--- src/rtl/cam_walk_pkg.sv ---
package cam_walk_pkg;
   typedef enum logic {PH_IDLE = 1'b0, PH_ODD = 1'b1} gather_ph_t;
endpackage

--- src/rtl/hit_gather.sv ---
module hit_gather #(
   parameter int ENTRIES       = 16,
   parameter int GATHER_CYCLES = 1
) (
   input  logic               clk,
   input  logic               rst_n,
   input  logic               start,
   input  logic [ENTRIES-1:0] vec,
   output logic               done,
   output logic               busy,
   output logic [ENTRIES-1:0] full
);
   import cam_walk_pkg::*;

   generate
      if (GATHER_CYCLES == 1) begin : g_one
         assign done = start;
         assign busy = 1'b0;
         assign full = vec;
      end else begin : g_two
         logic [ENTRIES-1:0] even_sel;
         logic [ENTRIES-1:0] even_q;
         gather_ph_t         ph;

         for (genvar i = 0; i < ENTRIES; i++) begin : g_sel
            assign even_sel[i] = ((i % 2) == 0);
         end

         always_ff @(posedge clk or negedge rst_n) begin
            if (!rst_n) begin
               even_q <= '0;
               ph     <= PH_IDLE;
            end else if (start) begin
               even_q <= vec & even_sel;
               ph     <= PH_ODD;
            end else begin
               ph     <= PH_IDLE;
            end
         end

         assign busy = (ph == PH_ODD);
         assign done = busy && !start;
         assign full = even_q | (vec & ~even_sel);

         AST_BUSY_AFTER_START: assert property (@(posedge clk) disable iff (!rst_n)
            start |=> busy);
         AST_BUSY_ONE_CYCLE: assert property (@(posedge clk) disable iff (!rst_n)
            (busy && !start) |=> !busy);
      end
   endgenerate
endmodule

--- src/rtl/hit_pick.sv ---
module hit_pick #(
   parameter int ENTRIES = 16,
   localparam int AW     = $clog2(ENTRIES)
) (
   input  logic [ENTRIES-1:0] vec,
   input  logic               floor_en,
   input  logic [AW-1:0]      floor_idx,
   output logic               any,
   output logic [AW-1:0]      idx
);
   always_comb begin
      any = 1'b0;
      idx = '0;
      for (int i = ENTRIES - 1; i >= 0; i--) begin
         if (vec[i] && (!floor_en || (AW'(i) > floor_idx))) begin
            any = 1'b1;
            idx = AW'(i);
         end
      end
   end
endmodule

--- src/rtl/hit_popcount.sv ---
module hit_popcount #(
   parameter int ENTRIES = 16,
   localparam int CW     = $clog2(ENTRIES + 1)
) (
   input  logic [ENTRIES-1:0] vec,
   output logic [CW-1:0]      cnt
);
   always_comb begin
      cnt = '0;
      for (int i = 0; i < ENTRIES; i++) begin
         cnt = cnt + CW'(vec[i]);
      end
   end
endmodule

--- src/rtl/cam_hit_walker.sv ---
module cam_hit_walker #(
   parameter int ENTRIES       = 16,
   parameter int GATHER_CYCLES = 1,
   parameter bit SINGLE_HIT    = 1'b0,
   localparam int AW           = $clog2(ENTRIES),
   localparam int CW           = $clog2(ENTRIES + 1)
) (
   input  logic               clk,
   input  logic               rst_n,
   input  logic [ENTRIES-1:0] match_vec,
   input  logic               start,
   input  logic               next,
   output logic [AW-1:0]      hit_addr,
   output logic               found,
   output logic [CW-1:0]      hit_count,
   output logic [ENTRIES-1:0] hit_bits,
   output logic               busy
);
   generate
      if (ENTRIES < 2) begin : g_bad_depth
         $error("ENTRIES must be at least 2");
      end
      if (GATHER_CYCLES != 1 && GATHER_CYCLES != 2) begin : g_bad_lat
         $error("GATHER_CYCLES must be 1 or 2");
      end
      if (GATHER_CYCLES == 2 && (ENTRIES % 2) != 0) begin : g_bad_split
         $error("split gather needs an even ENTRIES");
      end
   endgenerate

   logic               done_w;
   logic [ENTRIES-1:0] full_w;
   logic               new_any, nx_any;
   logic [AW-1:0]      new_idx, nx_idx;
   logic [CW-1:0]      new_cnt;
   logic [ENTRIES-1:0] snap_q;
   logic               next_ok;

   hit_gather #(.ENTRIES(ENTRIES), .GATHER_CYCLES(GATHER_CYCLES)) u_gather (
      .clk(clk), .rst_n(rst_n), .start(start), .vec(match_vec),
      .done(done_w), .busy(busy), .full(full_w));

   hit_pick #(.ENTRIES(ENTRIES)) u_first (
      .vec(full_w), .floor_en(1'b0), .floor_idx(hit_addr),
      .any(new_any), .idx(new_idx));

   hit_pick #(.ENTRIES(ENTRIES)) u_step (
      .vec(snap_q), .floor_en(1'b1), .floor_idx(hit_addr),
      .any(nx_any), .idx(nx_idx));

   generate
      if (SINGLE_HIT) begin : g_flag_count
         assign new_cnt = CW'(new_any);
      end else begin : g_full_count
         hit_popcount #(.ENTRIES(ENTRIES)) u_pop (.vec(full_w), .cnt(new_cnt));
      end
   endgenerate

   assign next_ok = next && !start && !busy && found;

   always_ff @(posedge clk or negedge rst_n) begin
      if (!rst_n) begin
         snap_q    <= '0;
         hit_addr  <= '0;
         found     <= 1'b0;
         hit_count <= '0;
      end else if (done_w) begin
         snap_q    <= full_w;
         hit_addr  <= new_idx;
         found     <= new_any;
         hit_count <= new_cnt;
      end else if (next_ok) begin
         if (nx_any) hit_addr <= nx_idx;
         else        found    <= 1'b0;
      end
   end

   assign hit_bits = snap_q;

   AST_FOUND_MARKS_BIT: assert property (@(posedge clk) disable iff (!rst_n)
      found |-> hit_bits[hit_addr]);
   AST_NEXT_ASCENDS: assert property (@(posedge clk) disable iff (!rst_n)
      ($past(next_ok) && found) |-> (hit_addr > $past(hit_addr)));
   AST_EXHAUST_HOLDS: assert property (@(posedge clk) disable iff (!rst_n)
      ($past(!done_w) && !found) |-> (hit_addr == $past(hit_addr)));
   AST_FOUND_HAS_COUNT: assert property (@(posedge clk) disable iff (!rst_n)
      found |-> (hit_count != '0));
   AST_WALK_KEEPS_BITS: assert property (@(posedge clk) disable iff (!rst_n)
      !$past(done_w) |-> $stable(hit_bits));

   generate
      if (SINGLE_HIT) begin : g_single_chk
         AST_SINGLE_CAP: assert property (@(posedge clk) disable iff (!rst_n)
            hit_count <= CW'(1));
      end
   endgenerate
endmodule

--- config.mk ---
export PLATFORM = sky130hd
export DESIGN_NAME = cam_hit_walker
export DESIGN_NICKNAME = d
export VERILOG_FILES = /design/src/rtl/cam_walk_pkg.sv /design/src/rtl/hit_gather.sv /design/src/rtl/hit_pick.sv /design/src/rtl/hit_popcount.sv /design/src/rtl/cam_hit_walker.sv
export SDC_FILE = /design/constraint.sdc
export NUM_CORES = 1
export LEC_CHECK = 0
export ABC_AREA = 0
export CAP_MARGIN = 10
export CORE_MARGIN = 8
export CORE_UTILIZATION = 50
export CTS_CLUSTER_SIZE = 10
export DETAILED_ROUTE_END_ITERATION = 8
export PLACE_DENSITY_LB_ADDON = 0.15
export SLEW_MARGIN = 25
export SYNTH_ARGS = -nofsm -noshare
export SYNTH_HDL_FRONTEND = slang
export SYNTH_SLANG_ARGS = --single-unit
--- constraint.sdc ---
create_clock -name clk -period 2.8 [get_ports clk]
set_clock_uncertainty 0.05 [all_clocks]
set_input_delay 0.56 -clock clk [delete_from_list [all_inputs] [get_ports clk]]
set_output_delay 0.56 -clock clk [all_outputs]
set_load 0.01 [all_outputs]
Word-level counts from Yosys, hierarchy flattened
Index checks and enable logic that the tools add are counted.
{"block": "classes", "addsub": 15, "n_mul": 0, "div_mod_pow": 0, "n_lt_le_gt_ge": 16, "n_eq_ne": 1, "shifts": 0, "mux": 70, "bitwise": 0, "n_reduce_logical": 23}
{"op": "4-bit two-way mux", "count": 35}
{"op": "5-bit by 1-bit adder with 5-bit output", "count": 14}
{"op": "1-bit two-way mux", "count": 35}
{"op": "4-bit > comparator (first input constant)", "count": 8}
{"op": "1-bit logical AND", "count": 18}
{"op": "3-bit by 4-bit > comparator with 1-bit output (first input constant)", "count": 4}
{"op": "1-bit by 4-bit > comparator with 1-bit output (first input constant)", "count": 2}
{"op": "2-bit by 4-bit > comparator with 1-bit output (first input constant)", "count": 2}
{"op": "2-bit AND reduction", "count": 2}
{"op": "2-bit nonzero test", "count": 2}
{"op": "1-bit by 1-bit adder with 2-bit output", "count": 1}
{"op": "2-bit inequality test (second input constant)", "count": 1}
{"op": "1-bit zero test", "count": 1}
{"block": "totals", "ff_bits": 26, "latch_bits": 0, "ramBits": 0, "rom_bits": 0, "input_bits": 20, "out_inout_bits": 27, "word_cells": 129, "n_memories": 0}

Depth between registers and ports, before layout
{"block": "logic_depth", "ltp_word": 21, "depth_mapped": 12, "mapped_depth_nobuf": 12}

Modules after synthesis
Synthesis repeated with hierarchy kept, for this count alone.
{"block": "unflattened", "hier_cells": 281, "area_unflattened_um2": 2447.3}
{"module": "cam_hit_walker", "n_inst": 1, "cells_per_inst": 75, "area_per_inst_um2": 1047.3, "seq_area_each_um2": 650.6}
{"module": "hit_pick", "n_inst": 2, "cells_per_inst": 70, "area_per_inst_um2": 426.7, "seq_area_each_um2": 0.0}
{"module": "hit_popcount", "n_inst": 1, "cells_per_inst": 47, "area_per_inst_um2": 407.9, "seq_area_each_um2": 0.0}
{"module": "hit_gather", "n_inst": 1, "cells_per_inst": 19, "area_per_inst_um2": 138.9, "seq_area_each_um2": 0.0}

Least setup slack after synthesis
OpenSTA, ideal clock, no wires.
{"block": "synth_timing", "path_type": "input-to-reg", "from": "input port match_vec[0]", "to": "register hit_count[1]", "setup_ns": 0.125, "arrival_ns": 3.859, "required_time_ns": 2.625, "setup_slack_ns": -1.234, "stages": 10, "path_buffers": 0, "cell_sequence": "ha_1 -> inv_1 -> fa_1 -> fa_1 -> fa_1 -> fa_1 -> inv_1 -> fa_1 -> fa_1 -> mux2_2"}
{"block": "synth_via", "elab_chain_cells": 15}
{"item": "start: declaration", "line": "cam_hit_walker.sv:10", "text": "input logic [ENTRIES-1:0] match_vec,"}
{"item": "1-bit by 1-bit adder with 2-bit output", "line": "hit_popcount.sv:11", "text": "cnt = cnt + CW'(vec[i]);"}
{"item": "5-bit by 1-bit adder with 5-bit output (14 in series)", "line": "hit_popcount.sv:11"}
{"item": "via g_full_count.u_pop.cnt[1]", "line": "hit_popcount.sv:6", "text": "output logic [CW-1:0] cnt"}
{"item": "end signal: assignment", "line": "cam_hit_walker.sv:71", "text": "hit_count <= new_cnt;"}
{"item": "end: declaration", "line": "cam_hit_walker.sv:15", "text": "output logic [CW-1:0] hit_count,"}
The timed path passes the listed nets, and every way through them passes these cells.
A chain may end at the register's enable or synchronous reset.

Worst setup path in the final report
{"block": "layout_timing", "from": "input port match_vec[1]", "to": "register hit_count[1]"}
The elaborated chain is that of the path after synthesis.

==> insert_results.sql <==
INSERT INTO impl_metrics (metric_group, metric, value, unit) VALUES
('outcome', 'status', 'complete, but fails checks', ''),
('outcome', 'failed_checks', 'setup timing', ''),
('clocking', 'cts_root_buf', 'sky130_fd_sc_hd__clkbuf_8', ''),
('detailed_routing', 'drc', '0', ''),
('final_layout', 'multiInputGateArea', '0.00123', 'mm²'),
('timing', 'hold_viol_final', '0', ''),
('detailed_routing', 'detail-route-antenna-nets', '0', ''),
('logic_synthesis', 'post_synth_main_area_contributors', 'sky130_fd_sc_hd__dfrtp_1 (33%), sky130_fd_sc_hd__mux2_2 (10%), sky130_fd_sc_hd__fa_1 (10%)', ''),
('placement', 'dp_worst_setup_slack', '-1.70', 'ns'),
('placement', 'hpwlAfterDp', '4.12', 'mm'),
('run', 'drv_cap', '0', ''),
('clocking', 'tritoncts', 'done', ''),
('detailed_routing', 'route.detailed.wl_per_inst', '15.4', 'µm'),
('global_route', 'grt_use_total', '17.0', '%'),
('logic_synthesis', 'post-synth-top-area-cell', 'sky130_fd_sc_hd__dfrtp_1', ''),
('final_layout', 'synthToLayoutAreaGrowth', '39.6', '%'),
('die', 'initial_core_util', '50.6', '%'),
('die', 'floorplan.io_pins', '47', ''),
('logic_synthesis', 'dominantRegCellSynth', 'sky130_fd_sc_hd__dfrtp_1', ''),
('placement', 'placement.cell_area', '0.00270', 'mm²'),
('global_route', 'initial_antenna_violation_count', '0', ''),
('placement', 'placed_instances', '328', ''),
('logic_synthesis', 'seq_area_frac_synth', '32.9', '%'),
('global_route', 'grt_overflow_total', '0', ''),
('logic_synthesis', 'synth_enable_flop_cells', '0', ''),
('clocking', 'cts_max_level', '1', ''),
('final_layout', 'postLayoutCellArea', '0.00276', 'mm²'),
('timing', 'slew_viol_final', '0', ''),
('logic_synthesis', 'synth_top_family_by_area', 'compound AO/OA/AOI/OAI gates', ''),
('die', 'floorplan.rows', '23', ''),
('clocking', 'clockBufferDepth', '2', ''),
('setup_path', 'critPathCaptureType', 'register', ''),
('logic_synthesis', 'avgSynthCellArea', '9.29', 'µm²'),
('logic_synthesis', 'postSynth.asyncResetShare', '100', '%'),
('logic_synthesis', 'syn-cell-area', '0.00198', 'mm²'),
('final_layout', 'highest_count_cells_in_the_layout_ignoring_fill_and_taps', 'sky130_fd_sc_hd__clkdlybuf4s50_1 (38), sky130_fd_sc_hd__buf_4 (30), sky130_fd_sc_hd__dfrtp_1 (26), sky130_fd_sc_hd__inv_1 (22), sky130_fd_sc_hd__mux2_2 (16)', ''),
('timing', 'worst_slack', '-1.01', 'ns'),
('setup_path', 'wp_data_required', '2.91', 'ns'),
('setup_path', 'timing.reg2reg.setup_slack', '0.42', 'ns'),
('logic_synthesis', 'share_of_cell_area_taken_by_muxes_after_synthesis', '11.3', '%'),
('die', 'floorplan.die.height', '78.9', 'µm'),
('logic_synthesis', 'netlist_instances', '213', ''),
('die', 'die_width', '78.9', 'µm'),
('logic_synthesis', 'synthesis.nets', '248', ''),
('logic_synthesis', 'synthAdderAreaFrac', '13.3', '%'),
('power_and_ir_drop', 'total_power_consumption', '1.66', 'mW'),
('timing', 'timing.slew.headroom', '59.6', '%'),
('clocking', 'clk_transition_reported_paths', '0.09', 'ns'),
('power_and_ir_drop', 'vdd_ir_drop_max', '551', 'µV'),
('logic_synthesis', 'synthesis_warning_total', '0', ''),
('power_and_ir_drop', 'power_density', '601', 'mW/mm²'),
('global_route', 'grt_first_pass_wirelength', '8.79', 'mm'),
('detailed_routing', 'via_count', '1850', ''),
('detailed_routing', 'drt_first_iter_violations', '97', ''),
('timing', 'post-route-period-util', '136', '%'),
('global_route', 'largest_net_degree_at_the_start_of_global_routing', '27', ''),
('setup_path', 'cp-start-kind', 'primary input', ''),
('final_layout', 'nets', '319', ''),
('final_layout', 'stdcell_count', '333', ''),
('timing', 'setup_tns', '-4.56', 'ns'),
('final_layout', 'drive_gt1_share', '23.7', '%'),
('final_layout', 'fill_cells', '317', ''),
('timing', 'rsz_0062_raised_after_global_routing', 'true', ''),
('clocking', 'cts_buffers', '3', ''),
('timing', 'finalSetupViolations', '5', ''),
('detailed_routing', 'vias_per_cell', '5.56', ''),
('final_layout', 'num_antenna_cells', '0', ''),
('logic_synthesis', 'synth_xor_xnor_area_share', '0.885', '%'),
('clocking', 'ctsHoldBuffers', '0', ''),
('die', 'floorplan.core_area', '0.00391', 'mm²'),
('logic_synthesis', 'post-synth-top-area-fraction', '32.9', '%');
-- final timing paths --
check / start / to / cells after the start
min in group asynchronous: rst_n / hit_count[4] / 2
max: match_vec[1] / hit_count[1] / 11
max in group asynchronous: rst_n / hit_bits[13] / 2
min reg2reg: hit_count[0] / hit_count[0] / 1
min: hit_count[0] / hit_count[0] / 1
max reg2reg: hit_addr[2] / hit_addr[3] / 5
-- worst max-delay path: stages --
cell and delay [ns]:
sky130_fd_sc_hd__buf_8 0.10, sky130_fd_sc_hd__ha_4 0.25, sky130_fd_sc_hd__inv_2 0.03, sky130_fd_sc_hd__fa_1 0.47, sky130_fd_sc_hd__fa_1 0.52, sky130_fd_sc_hd__fa_1 0.43
sky130_fd_sc_hd__fa_1 0.50, sky130_fd_sc_hd__inv_2 0.04, sky130_fd_sc_hd__fa_2 0.35, sky130_fd_sc_hd__fa_2 0.41, sky130_fd_sc_hd__mux2_2 0.26
-- registers in the layout, summed over array words and instances, names as in the netlist --
register,cells
hit_count,5
found,1
hit_addr,4
hit_bits,16
-- synthesized netlist by cell type, drive strengths merged (2+ instances only) --
library cell and number:
a21boi 4, nand2 9, o22a 3, and2 2, nor4 4, o21ai 14
ha 5, a22o 2, and3 2, a21oi 13, nor3 3, nand3 5
fa 10, nor2b 5, o211ai 2, a31oi 5, buf 6, nand2b 4
xnor2 2, mux2i 2, a311oi 2, dfrtp 26, clkbuf 3, nor2 14
a21o 3, o22ai 2, mux2 18, inv 26
-- cells by family after synthesis --
kind of cell	after synthesis
AO/OA/AOI/OAI	62
XOR/XNOR	2
adder cells (fa/ha/maj)	15
buffers and inverters	35
flip-flops	26
multiplexers	20
other	1
AND/OR/NAND/NOR	52
-- layer usage --
layer	share of wire, %	vias to the layer above	wire length (µm)	GRT usage, %
met5	0	-	0	0
met4	0.66	0	34	4.63
met3	5.5	4	281	2.48
met2	50	52	2570	28.9
met1	44	897	2230	21.9
li1	-	897	-	-
-- area by class of cell --
type                    instances  area share, %
clock buffers                   4           1.99
inverters                      26           3.53
multi-input cells             152           44.4
flip-flops and latches         26           23.5
well taps                      50           2.26
repair buffers                 75           24.3
-- report_power, final --
part	internal (mW)	total [mW]	switching, mW	leakage, nW
Clock	0.126	0.242	0.116	0.0288
Combinational	0.502	0.876	0.374	0.876
Sequential	0.442	0.542	0.100	0.306
-- timing repair --
action | 4_1_cts | 5_1_grt
setup endpoints to repair | 5 | 5
gates cloned | 0 | 0
hold endpoints to repair | 0 | 0
pin swaps | 10 | 6
setup buffers | 1 | 0
resized for setup | 20 | 3
-- metrics by stage --
stage                     util (%)  hold slack [ns]
after detailed placement      68.9            0.450
final                         70.6            0.467
after CTS                     70.5            0.472
after floorplan                  -            0.214
after global routing          70.6            0.482
after global placement        68.9            0.443
Note: power is estimated with default switching activity, not from simulation.
